<file path="config.mk">
export PLATFORM = sky130hd
export DESIGN_NAME = dbg_step_ctrl
export DESIGN_NICKNAME = d
export VERILOG_FILES = /design/src/rtl/dbg_step_pkg.sv /design/src/rtl/dbg_halt_ctl.sv /design/src/rtl/dbg_issue_gate.sv /design/src/rtl/dbg_irq_priv.sv /design/src/rtl/dbg_step_ctrl.sv
export SDC_FILE = /design/constraint.sdc
export NUM_CORES = 1
export LEC_CHECK = 0
export BUFFER_PORTS_ARGS = -buffer_cell sky130_fd_sc_hd__buf_2
export CAP_MARGIN = 5
export CORE_AREA = 2 2 39 41
export CTS_CLUSTER_SIZE = 12
export DETAILED_ROUTE_END_ITERATION = 7
export DIE_AREA = 0 0 41 43
export SLEW_MARGIN = 20
export SYNTH_ARGS = -nofsm -noshare
export SYNTH_HDL_FRONTEND = slang
export SYNTH_SLANG_ARGS = --single-unit
</file>
<file path="constraint.sdc">
create_clock -name clk -period 1.55 [get_ports clk]
set_input_delay 0.155 -clock clk [delete_from_list [all_inputs] [get_ports clk]]
set_output_delay 0.155 -clock clk [all_outputs]
set_load 0.05 [all_outputs]
</file>
<file path="src/rtl/dbg_step_pkg.sv">
// Package: shared configuration type and defaults for the debug run controller.
// Assumes: all consumers take the configuration as one packed struct.
package dbg_step_pkg;

    // Mode bits latched from the debug control word.
    typedef struct packed {
        logic step;       // halt after each retired instruction
        logic irq_mask;   // refuse interrupts while stepping
        logic user_halt;  // HALT legal at user level
        logic serial;     // one instruction in flight, gap after retire
    } step_cfg_t;

    // Run state of the controller.
    typedef enum logic {
        ST_RUN  = 1'b0,
        ST_HALT = 1'b1
    } run_state_t;

    localparam int unsigned DEF_SERIAL_GAP = 5;

endpackage

</file>
<file path="src/rtl/dbg_halt_ctl.sv">
// Module: dbg_halt_ctl
// Holds the run/halt state. Any halt cause in a cycle moves to HALT at the
// next edge; a resume strobe leaves HALT only when no cause is present.
// Assumes: halt_ok_i is already qualified for privilege by the caller.
module dbg_halt_ctl
    import dbg_step_pkg::*;
(
    input  logic      clk,
    input  logic      rst_n,
    input  step_cfg_t cfg_i,
    input  logic      retire_i,
    input  logic      go_i,
    input  logic      halt_ok_i,
    input  logic      pc_trig_i,
    input  logic      ad_trig_i,
    output logic      halted_o,
    output logic      go_acc_o
);

    run_state_t state_q;
    logic       cause;

    // Collect every reason to stop issuing.
    always_comb begin
        cause = (retire_i & cfg_i.step) | halt_ok_i | pc_trig_i | ad_trig_i;
    end

    assign halted_o = (state_q == ST_HALT);
    assign go_acc_o = halted_o & go_i;

    // Run/halt state register; halt causes take priority over resume.
    always_ff @(posedge clk) begin
        if (!rst_n) begin
            state_q <= ST_RUN;
        end else if (cause) begin
            state_q <= ST_HALT;
        end else if (go_acc_o) begin
            state_q <= ST_RUN;
        end
    end

    AST_STEP_HALT: assert property (@(posedge clk) disable iff (!rst_n)
        (retire_i && cfg_i.step) |=> halted_o);
    AST_GO_RESUME: assert property (@(posedge clk) disable iff (!rst_n)
        (halted_o && go_i && !cause) |=> !halted_o);
    AST_IDLE_GO: assert property (@(posedge clk) disable iff (!rst_n)
        (!halted_o && go_i && !cause) |=> !halted_o);
    AST_CAUSE_WINS: assert property (@(posedge clk) disable iff (!rst_n)
        (halted_o && go_i && pc_trig_i) |=> halted_o);

endmodule

</file>
<file path="src/rtl/dbg_issue_gate.sv">
// Module: dbg_issue_gate
// Produces the issue permission. It enforces one issue per resume in step
// mode and one-in-flight plus a quiet gap in serialised mode. PC triggers
// (always) and address/data triggers (serialised only) block issue at once.
// Assumes: the core issues exactly one instruction per cycle of issue_en_o.
module dbg_issue_gate
    import dbg_step_pkg::*;
#(
    parameter int unsigned SERIAL_GAP = DEF_SERIAL_GAP
) (
    input  logic      clk,
    input  logic      rst_n,
    input  step_cfg_t cfg_i,
    input  logic      halted_i,
    input  logic      go_acc_i,
    input  logic      retire_i,
    input  logic      pc_trig_i,
    input  logic      ad_trig_i,
    output logic      issue_en_o
);

    localparam int unsigned GW = (SERIAL_GAP < 1) ? 1 : $clog2(SERIAL_GAP + 1);
    localparam logic [GW-1:0] GAP_LOAD = GW'(SERIAL_GAP);

    logic          stepped_q;
    logic          inflight_q;
    logic [GW-1:0] gap_q;
    logic          serial_busy;

    assign serial_busy = cfg_i.serial & (inflight_q | (gap_q != '0));

    // Combine every blocking condition into the issue permission.
    always_comb begin
        issue_en_o = !halted_i
                   && !pc_trig_i
                   && !(cfg_i.serial && ad_trig_i)
                   && !(cfg_i.step && stepped_q)
                   && !serial_busy;
    end

    // Remember that the single permitted step has been used.
    always_ff @(posedge clk) begin
        if (!rst_n) begin
            stepped_q <= 1'b0;
        end else if (go_acc_i || !cfg_i.step) begin
            stepped_q <= 1'b0;
        end else if (issue_en_o) begin
            stepped_q <= 1'b1;
        end
    end

    // Track the single instruction in flight while serialised.
    always_ff @(posedge clk) begin
        if (!rst_n || !cfg_i.serial) begin
            inflight_q <= 1'b0;
        end else if (retire_i) begin
            inflight_q <= 1'b0;
        end else if (issue_en_o) begin
            inflight_q <= 1'b1;
        end
    end

    // Count down the quiet gap that follows each serialised retire.
    always_ff @(posedge clk) begin
        if (!rst_n || !cfg_i.serial) begin
            gap_q <= '0;
        end else if (retire_i) begin
            gap_q <= GAP_LOAD;
        end else if (gap_q != '0) begin
            gap_q <= gap_q - 1'b1;
        end
    end

    AST_SERIAL_GAP: assert property (@(posedge clk) disable iff (!rst_n)
        (cfg_i.serial && retire_i && SERIAL_GAP > 0) |=> !issue_en_o);
    AST_ONE_STEP: assert property (@(posedge clk) disable iff (!rst_n)
        (cfg_i.step && issue_en_o) |=> (!issue_en_o || !cfg_i.step));

endmodule

</file>
<file path="src/rtl/dbg_irq_priv.sv">
// Module: dbg_irq_priv
// Qualifies a decoded HALT against privilege and raises a one-cycle
// violation pulse for an illegal one. It also gates interrupt acceptance
// by halt state and by step-mode masking.
// Assumes: halt_op_i is high for one cycle per decoded HALT.
module dbg_irq_priv
    import dbg_step_pkg::*;
(
    input  logic      clk,
    input  logic      rst_n,
    input  step_cfg_t cfg_i,
    input  logic      halted_i,
    input  logic      irq_pend_i,
    input  logic      halt_op_i,
    input  logic      user_mode_i,
    output logic      irq_take_o,
    output logic      halt_ok_o,
    output logic      priv_err_o
);

    logic bad_halt;
    logic priv_q;

    // Split a HALT decode into a legal stop and an illegal attempt.
    always_comb begin
        halt_ok_o = halt_op_i & (!user_mode_i | cfg_i.user_halt);
        bad_halt  = halt_op_i & user_mode_i & !cfg_i.user_halt;
    end

    // Allow interrupts only when running and not masked by stepping.
    always_comb begin
        irq_take_o = irq_pend_i & !halted_i & !(cfg_i.step & cfg_i.irq_mask);
    end

    // Register the violation so it appears as a clean one-cycle pulse.
    always_ff @(posedge clk) begin
        if (!rst_n) begin
            priv_q <= 1'b0;
        end else begin
            priv_q <= bad_halt;
        end
    end

    assign priv_err_o = priv_q;

    AST_PRIV_PULSE: assert property (@(posedge clk) disable iff (!rst_n)
        bad_halt |=> priv_err_o);
    AST_PRIV_CAUSE: assert property (@(posedge clk) disable iff (!rst_n)
        (!bad_halt) |=> !priv_err_o);

endmodule

</file>
<file path="src/rtl/dbg_step_ctrl.sv">
// Module: dbg_step_ctrl (top)
// Debug run controller: gathers the mode bits into one configuration and
// wires the halt state, issue gate and interrupt/privilege logic together.
// Assumes: all inputs are synchronous to clk; triggers are single-cycle.
module dbg_step_ctrl
    import dbg_step_pkg::*;
#(
    parameter int unsigned SERIAL_GAP = DEF_SERIAL_GAP
) (
    input  logic clk,
    input  logic rst_n,
    input  logic cfg_step_i,
    input  logic cfg_irq_mask_i,
    input  logic cfg_user_halt_i,
    input  logic cfg_serial_i,
    input  logic retire_i,
    input  logic go_i,
    input  logic halt_op_i,
    input  logic user_mode_i,
    input  logic irq_pend_i,
    input  logic pc_trig_i,
    input  logic ad_trig_i,
    output logic halted_o,
    output logic issue_en_o,
    output logic irq_take_o,
    output logic priv_err_o
);

    step_cfg_t cfg;
    logic      halt_ok;
    logic      go_acc;

    // Pack the mode bits for the sub-blocks.
    always_comb begin
        cfg.step      = cfg_step_i;
        cfg.irq_mask  = cfg_irq_mask_i;
        cfg.user_halt = cfg_user_halt_i;
        cfg.serial    = cfg_serial_i;
    end

    dbg_irq_priv u_irq_priv (
        .clk         (clk),
        .rst_n       (rst_n),
        .cfg_i       (cfg),
        .halted_i    (halted_o),
        .irq_pend_i  (irq_pend_i),
        .halt_op_i   (halt_op_i),
        .user_mode_i (user_mode_i),
        .irq_take_o  (irq_take_o),
        .halt_ok_o   (halt_ok),
        .priv_err_o  (priv_err_o)
    );

    dbg_halt_ctl u_halt (
        .clk       (clk),
        .rst_n     (rst_n),
        .cfg_i     (cfg),
        .retire_i  (retire_i),
        .go_i      (go_i),
        .halt_ok_i (halt_ok),
        .pc_trig_i (pc_trig_i),
        .ad_trig_i (ad_trig_i),
        .halted_o  (halted_o),
        .go_acc_o  (go_acc)
    );

    dbg_issue_gate #(
        .SERIAL_GAP (SERIAL_GAP)
    ) u_gate (
        .clk        (clk),
        .rst_n      (rst_n),
        .cfg_i      (cfg),
        .halted_i   (halted_o),
        .go_acc_i   (go_acc),
        .retire_i   (retire_i),
        .pc_trig_i  (pc_trig_i),
        .ad_trig_i  (ad_trig_i),
        .issue_en_o (issue_en_o)
    );

    AST_HALT_NO_ISSUE: assert property (@(posedge clk) disable iff (!rst_n)
        halted_o |-> !issue_en_o);
    AST_HALT_NO_IRQ: assert property (@(posedge clk) disable iff (!rst_n)
        halted_o |-> !irq_take_o);
    AST_PC_HALTS: assert property (@(posedge clk) disable iff (!rst_n)
        pc_trig_i |=> halted_o);
    AST_AD_HALTS: assert property (@(posedge clk) disable iff (!rst_n)
        ad_trig_i |=> halted_o);

endmodule

</file>
=== Yosys cells after proc, flatten, opt, wreduce, memory -nomap -nowiden ===
Index checks and enable logic that the tools add are counted.

* Word-level logic and storage cells: 50
* Bits in registers: 7
* Output and inout port bits: 4

* Muxes and demuxes: 4
* Reduce and logical (&&, ||, !) cells: 24
* Bitwise gates (word level): 15
* $add $sub $neg: 1

{| class="wikitable"
|+ Operators with widths
! operator !! count
|-
| $logic_not A1 Y1 || 11
|-
| $and A1 B1 Y1 || 9
|-
| $logic_and A1 B1 Y1 || 6
|-
| $mux W3 || 2
|-
| $or A1 B1 Y1 || 5
|-
| $reduce_bool A2 Y1 || 2
|-
| $reduce_or A2 Y1 || 2
|-
| $reduce_bool A3 Y1 || 1
|-
| $sub A3 B1 Y3 const B || 1
|-
| $logic_or A1 B1 Y1 || 2
|-
| $mux W1 || 2
|-
| $not A1 Y1 || 1
|}

=== Depth between registers and ports, before layout ===
* Word-level depth: 7
* Gate-level depth with buffers: 7
* Depth with buffers taken out: 7

=== By module ===
Synthesis repeated with hierarchy kept, for this count alone.

* Cell total of the unflattened synthesis: 46
* Area total of the unflattened synthesis: 390.4 um^2

{| class="wikitable"
|+ Modules (own cells, without submodules)
! module !! times used !! cells each !! area each (um^2) !! seq. area each (um^2)
|-
| dbg_issue_gate || 1 || 33 || 269.0 || 100.1
|-
| dbg_halt_ctl || 1 || 7 || 65.1 || 20.0
|-
| dbg_irq_priv || 1 || 6 || 56.3 || 20.0
|}

=== Worst setup path after synthesis ===
No wires, ideal clock.

* Kind: reg2out
* From: reg u_halt.state_q, in the netlist u_halt.halted_o
* To: out irq_take_o
* Cell stages (with the launch flop): 2
* Arrival time: 1,730 ps
* Path slack: -335 ps
* Path buffers: 0
* Required time: 1,395 ps
* Cell sequence: dfxtp_1 a211oi_1

* Word-level cells in the longest chain between the ends: 3

{| class="wikitable"
|+ RTL lines
! element !! RTL line !! RTL
|-
| start: declaration || dbg_halt_ctl.sv:20 || <nowiki>run_state_t state_q;</nowiki>
|-
| start signal: assignment || dbg_halt_ctl.sv:34 || <nowiki>state_q <= ST_RUN;</nowiki>
|-
| start signal: assignment || dbg_halt_ctl.sv:36 || <nowiki>state_q <= ST_HALT;</nowiki>
|-
| start signal: assignment || dbg_halt_ctl.sv:38 || <nowiki>state_q <= ST_RUN;</nowiki>
|-
| $logic_not A1 Y1 || dbg_irq_priv.sv:32 || <nowiki>irq_take_o = irq_pend_i & !halted_i & !(cfg_i.step & cfg_i.irq_mask);</nowiki>
|-
| $and A1 B1 Y1 (2 in a row) || dbg_irq_priv.sv:32 ||
|-
| end: declaration || dbg_step_ctrl.sv:25 || <nowiki>output logic irq_take_o,</nowiki>
|}

Every way passes these cells.

=== Worst setup path after layout ===
* From: reg u_gate.gap_q[1]
* To: out issue_en_o

* Word-level cells in the longest chain between the ends: 5

{| class="wikitable"
|+ RTL lines
! element !! RTL line !! RTL
|-
| start: declaration || dbg_issue_gate.sv:27 || <nowiki>logic [GW-1:0] gap_q;</nowiki>
|-
| start signal: assignment || dbg_issue_gate.sv:70 || <nowiki>gap_q <= gap_q - 1'b1;</nowiki>
|-
| $reduce_bool A3 Y1 || dbg_issue_gate.sv:30 || <nowiki>assign serial_busy = cfg_i.serial & (inflight_q | (gap_q != '0));</nowiki>
|-
| $or A1 B1 Y1 || dbg_issue_gate.sv:30 ||
|-
| $and A1 B1 Y1 || dbg_issue_gate.sv:30 ||
|-
| $logic_not A1 Y1 || dbg_issue_gate.sv:38 || <nowiki>&& !serial_busy;</nowiki>
|-
| $logic_and A1 B1 Y1 || dbg_issue_gate.sv:38 ||
|-
| end: declaration || dbg_step_ctrl.sv:24 || <nowiki>output logic issue_en_o,</nowiki>
|}

Every way passes these cells.

==> out/qor.csv <==
stage,metric,value,unit
layout,Area growth syn-to-layout,46.8,%
detailed_routing,met1 WL,338,um
cts,CTS tree,yes,
sta,Post-Route Setup TNS,0,ns
sta,clock skew,0.00371,ns
worst_setup_path,Setup crit start kind,flop,
layout,Multi-input gate area,235,um^2
detailed_routing,met2 wire length,417,um
sta,Final WS setup,0.0658,ns
min_path,Worst Hold Class,in -> reg,
power_and_ir_drop,Gate power share,0.256,
layout,share of cells above drive strength 1,0.435,
power_and_ir_drop,Worst VDD drop,0.000423,V
grt,grt total ovfl,0,
power_and_ir_drop,PD cells,855,nW/um^2
layout,ant diodes,0,
placement,Setup WS pre-CTS,0.110,ns
yosys,Mapped Area,385,um^2
sta,crit path time final,1.48,ns
cts,clk_lat worst skew,0.25,ns
grt,initial antenna violation count,0,
grt,largest net degree at the start of global routing,7,
placement,Buffers on Ports,16,
yosys,Seq cells post-synth,7,
sta,Final Hold Viols,0,
yosys,post-synth top area cell,dfxtp_1,
yosys,syn avg cell area,8.20,um^2
sta,final setup fails,0,
yosys,synthesized net count,63,
worst_setup_path,worst endpoint required time,1.39,ns
detailed_routing,Max Used Layer,met4,
sta,f_max,674,MHz
outcome,status,finished clean,
sta,Final Max Slew Viols,0,
detailed_routing,via/cell ratio,4.40,
yosys,Yosys warnings,0,
floorplan,number of placed I/O pins,17,
detailed_routing,metal3 WL,39,um
layout,most frequent cells in the layout,"buf_2, inv_1, dfxtp_1",
cts,Clock Tree Buf Depth,2,
cts,Worst-path clk slew,0.05,ns
detailed_routing,Final ANT Viol Nets,0,
power_and_ir_drop,Clock Power Share,0.344,
power_and_ir_drop,Sw Pwr,0.000143,W
sta,Slew @ Worst Pin,0.250,ns
detailed_routing,Post-Route WL,809,um
power_and_ir_drop,Pleak,0.254,nW
layout,Layout Nets,86,
layout,"most common cell after layout, fill and taps aside",buf_2,
yosys,Syn Inst Count,47,
layout,Util after Layout,0.409,
detailed_routing,Via Count,374,
floorplan,Initial Utilization,0.278,
floorplan,Die ar.,1760,um^2
layout,FILL cells,147,
layout,Post-Layout Inst Area,566,um^2
worst_setup_path,critical path class,reg -> out,
detailed_routing,DR DRC count,0,
detailed_routing,Routed wire per std cell,9.52,um
yosys,post-synthesis sequential area ratio,0.364,
placement,gpl congestion,0.704,
yosys,Yosys top cell area share,0.364,
worst_setup_path,CP Capture Type,primary output,
floorplan,core region area,1380,um^2
cts,CTS Sinks,7,
worst_setup_path,Critical Path Fanout Max,2,
placement,post-DP HPWL,607,um
cts,H-Tree Depth,1,
yosys,Synth cell types,18,
floorplan,die height,43,um
cts,clock root buffer,clkbuf_4,
floorplan,Chip Width,41,um
cts,Num CTS Buffers,3,
worst_setup_path,Critical Path AT,1.33,ns
detailed_routing,drt first pass iters,4,
power_and_ir_drop,P_int,0.000341,W
grt,Overall Global Routing Usage,0.107,
layout,Reg area,141,um^2
grt,global-route wire length before repair,1.22,mm
power_and_ir_drop,Switching Fraction,0.295,
power_and_ir_drop,part of the power in registers,0.401,
floorplan,Rows,14,
placement,Post-DP Area,493,um^2
sta,final worst path period share,0.958,
sta,Slew headroom,0.835,
grt,vias in the first global route,344,
detailed_routing,DRT iter0 DRCs,12,
yosys,synth top area cells,"dfxtp_1, ha_1, inv_1, nor2_1, nor3_1",
sta,hold slack,0.0764,ns
flow_run,max-cap violations,0,
cts,Hold Buf Count CTS,0,
-- cells in the mapped netlist --
master    number
a211oi_1       2
a21oi_1        2
a221oi_2       1
a31oi_1        1
a31oi_2        1
a41oi_1        1
buf_4          1
dfxtp_1        7
ha_1           3
inv_1          9
nand2_1        4
nand2b_1       2
nor2_1         5
nor2_4         1
nor2b_1        2
nor3_1         3
o21ai_0        1
xnor2_1        1
-- state kept, by name (all words and copies together) (netlist names) --
| register | count |
|---|---|
| u_gate.gap_q | 3 |
| u_gate.inflight_q | 1 |
| u_gate.stepped_q | 1 |
| u_halt.halted_o | 1 |
| u_irq_priv.priv_err_o | 1 |
-- cell families after synthesis --
kind of cell / after synthesis / synth area share
xor+xnor: 1 / 0.0227
buf+inv: 10 / 0.107
compound gates: 9 / 0.188
flops: 7 / 0.364
simple gates: 17 / 0.221
fa+ha+maj: 3 / 0.0974
-- power groups by stage --
stage	logic [W]	clock network (W)	registers, W
2_1_floorplan	0.0000612	0	0.000206
3_3_place_gp	0.000103	0	0.000197
3_5_place_dp	0.000104	0	0.000198
4_1_cts	0.000119	0.000177	0.000194
5_1_grt	0.000135	0.000185	0.000195
6_report	0.000124	0.000166	0.000194
-- worst max-delay path: stages (launching register included) --
cell     delay, ns
dfxtp_1       0.33
inv_1         0.05
ha_2          0.19
ha_4          0.17
a31oi_4       0.14
nor2b_2       0.06
buf_6         0.15
-- layer usage --
metal  up-vias  track usage
met4         0        0.120
met2        11        0.159
met1       162        0.110
met5         -            0
li1        199            -
met3         2       0.0157
-- path summary, 6_finish.rpt --
kind	from	to	slack (ns)	cells past startpoint
worst max-delay path	u_gate.gap_q[1]$_SDFFE_PP0P_	issue_en_o	0.07	6
worst min-delay path	cfg_user_halt_i	u_irq_priv.priv_err_o$_SDFF_PN0_	0.08	2
worst max register to register	u_gate.gap_q[1]$_SDFFE_PP0P_	u_gate.gap_q[2]$_SDFFE_PP0P_	0.29	6
worst min register to register	u_gate.stepped_q$_SDFFE_PP0P_	u_gate.stepped_q$_SDFFE_PP0P_	0.47	2
-- per-stage QoR --
step | power [W] | std cells
finish | 0.000483 | 85
CTS | 0.000490 | 85
global placement | 0.000301 | 79
detailed placement | 0.000302 | 79
global route | 0.000515 | 85
floorplan | 0.000267 | 47
-- final cells by class --
type	instances	share of cell area
Clock buffer	4	0.0465
Inverter	9	0.0597
Multi-Input combinational cell	30	0.416
Sequential cell	7	0.250
Tap cell	16	0.0354
Timing Repair Buffer	19	0.192
-- what timing repair did --
item / CTS / global route
setup buffers: 2 / 0
pin swaps: 2 / 1
hold endpoints to repair: 0 / 0
endpoints found under the setup margin: 1 / 1
resized for setup: 5 / 2
Power figures use the tool's default switching activity.
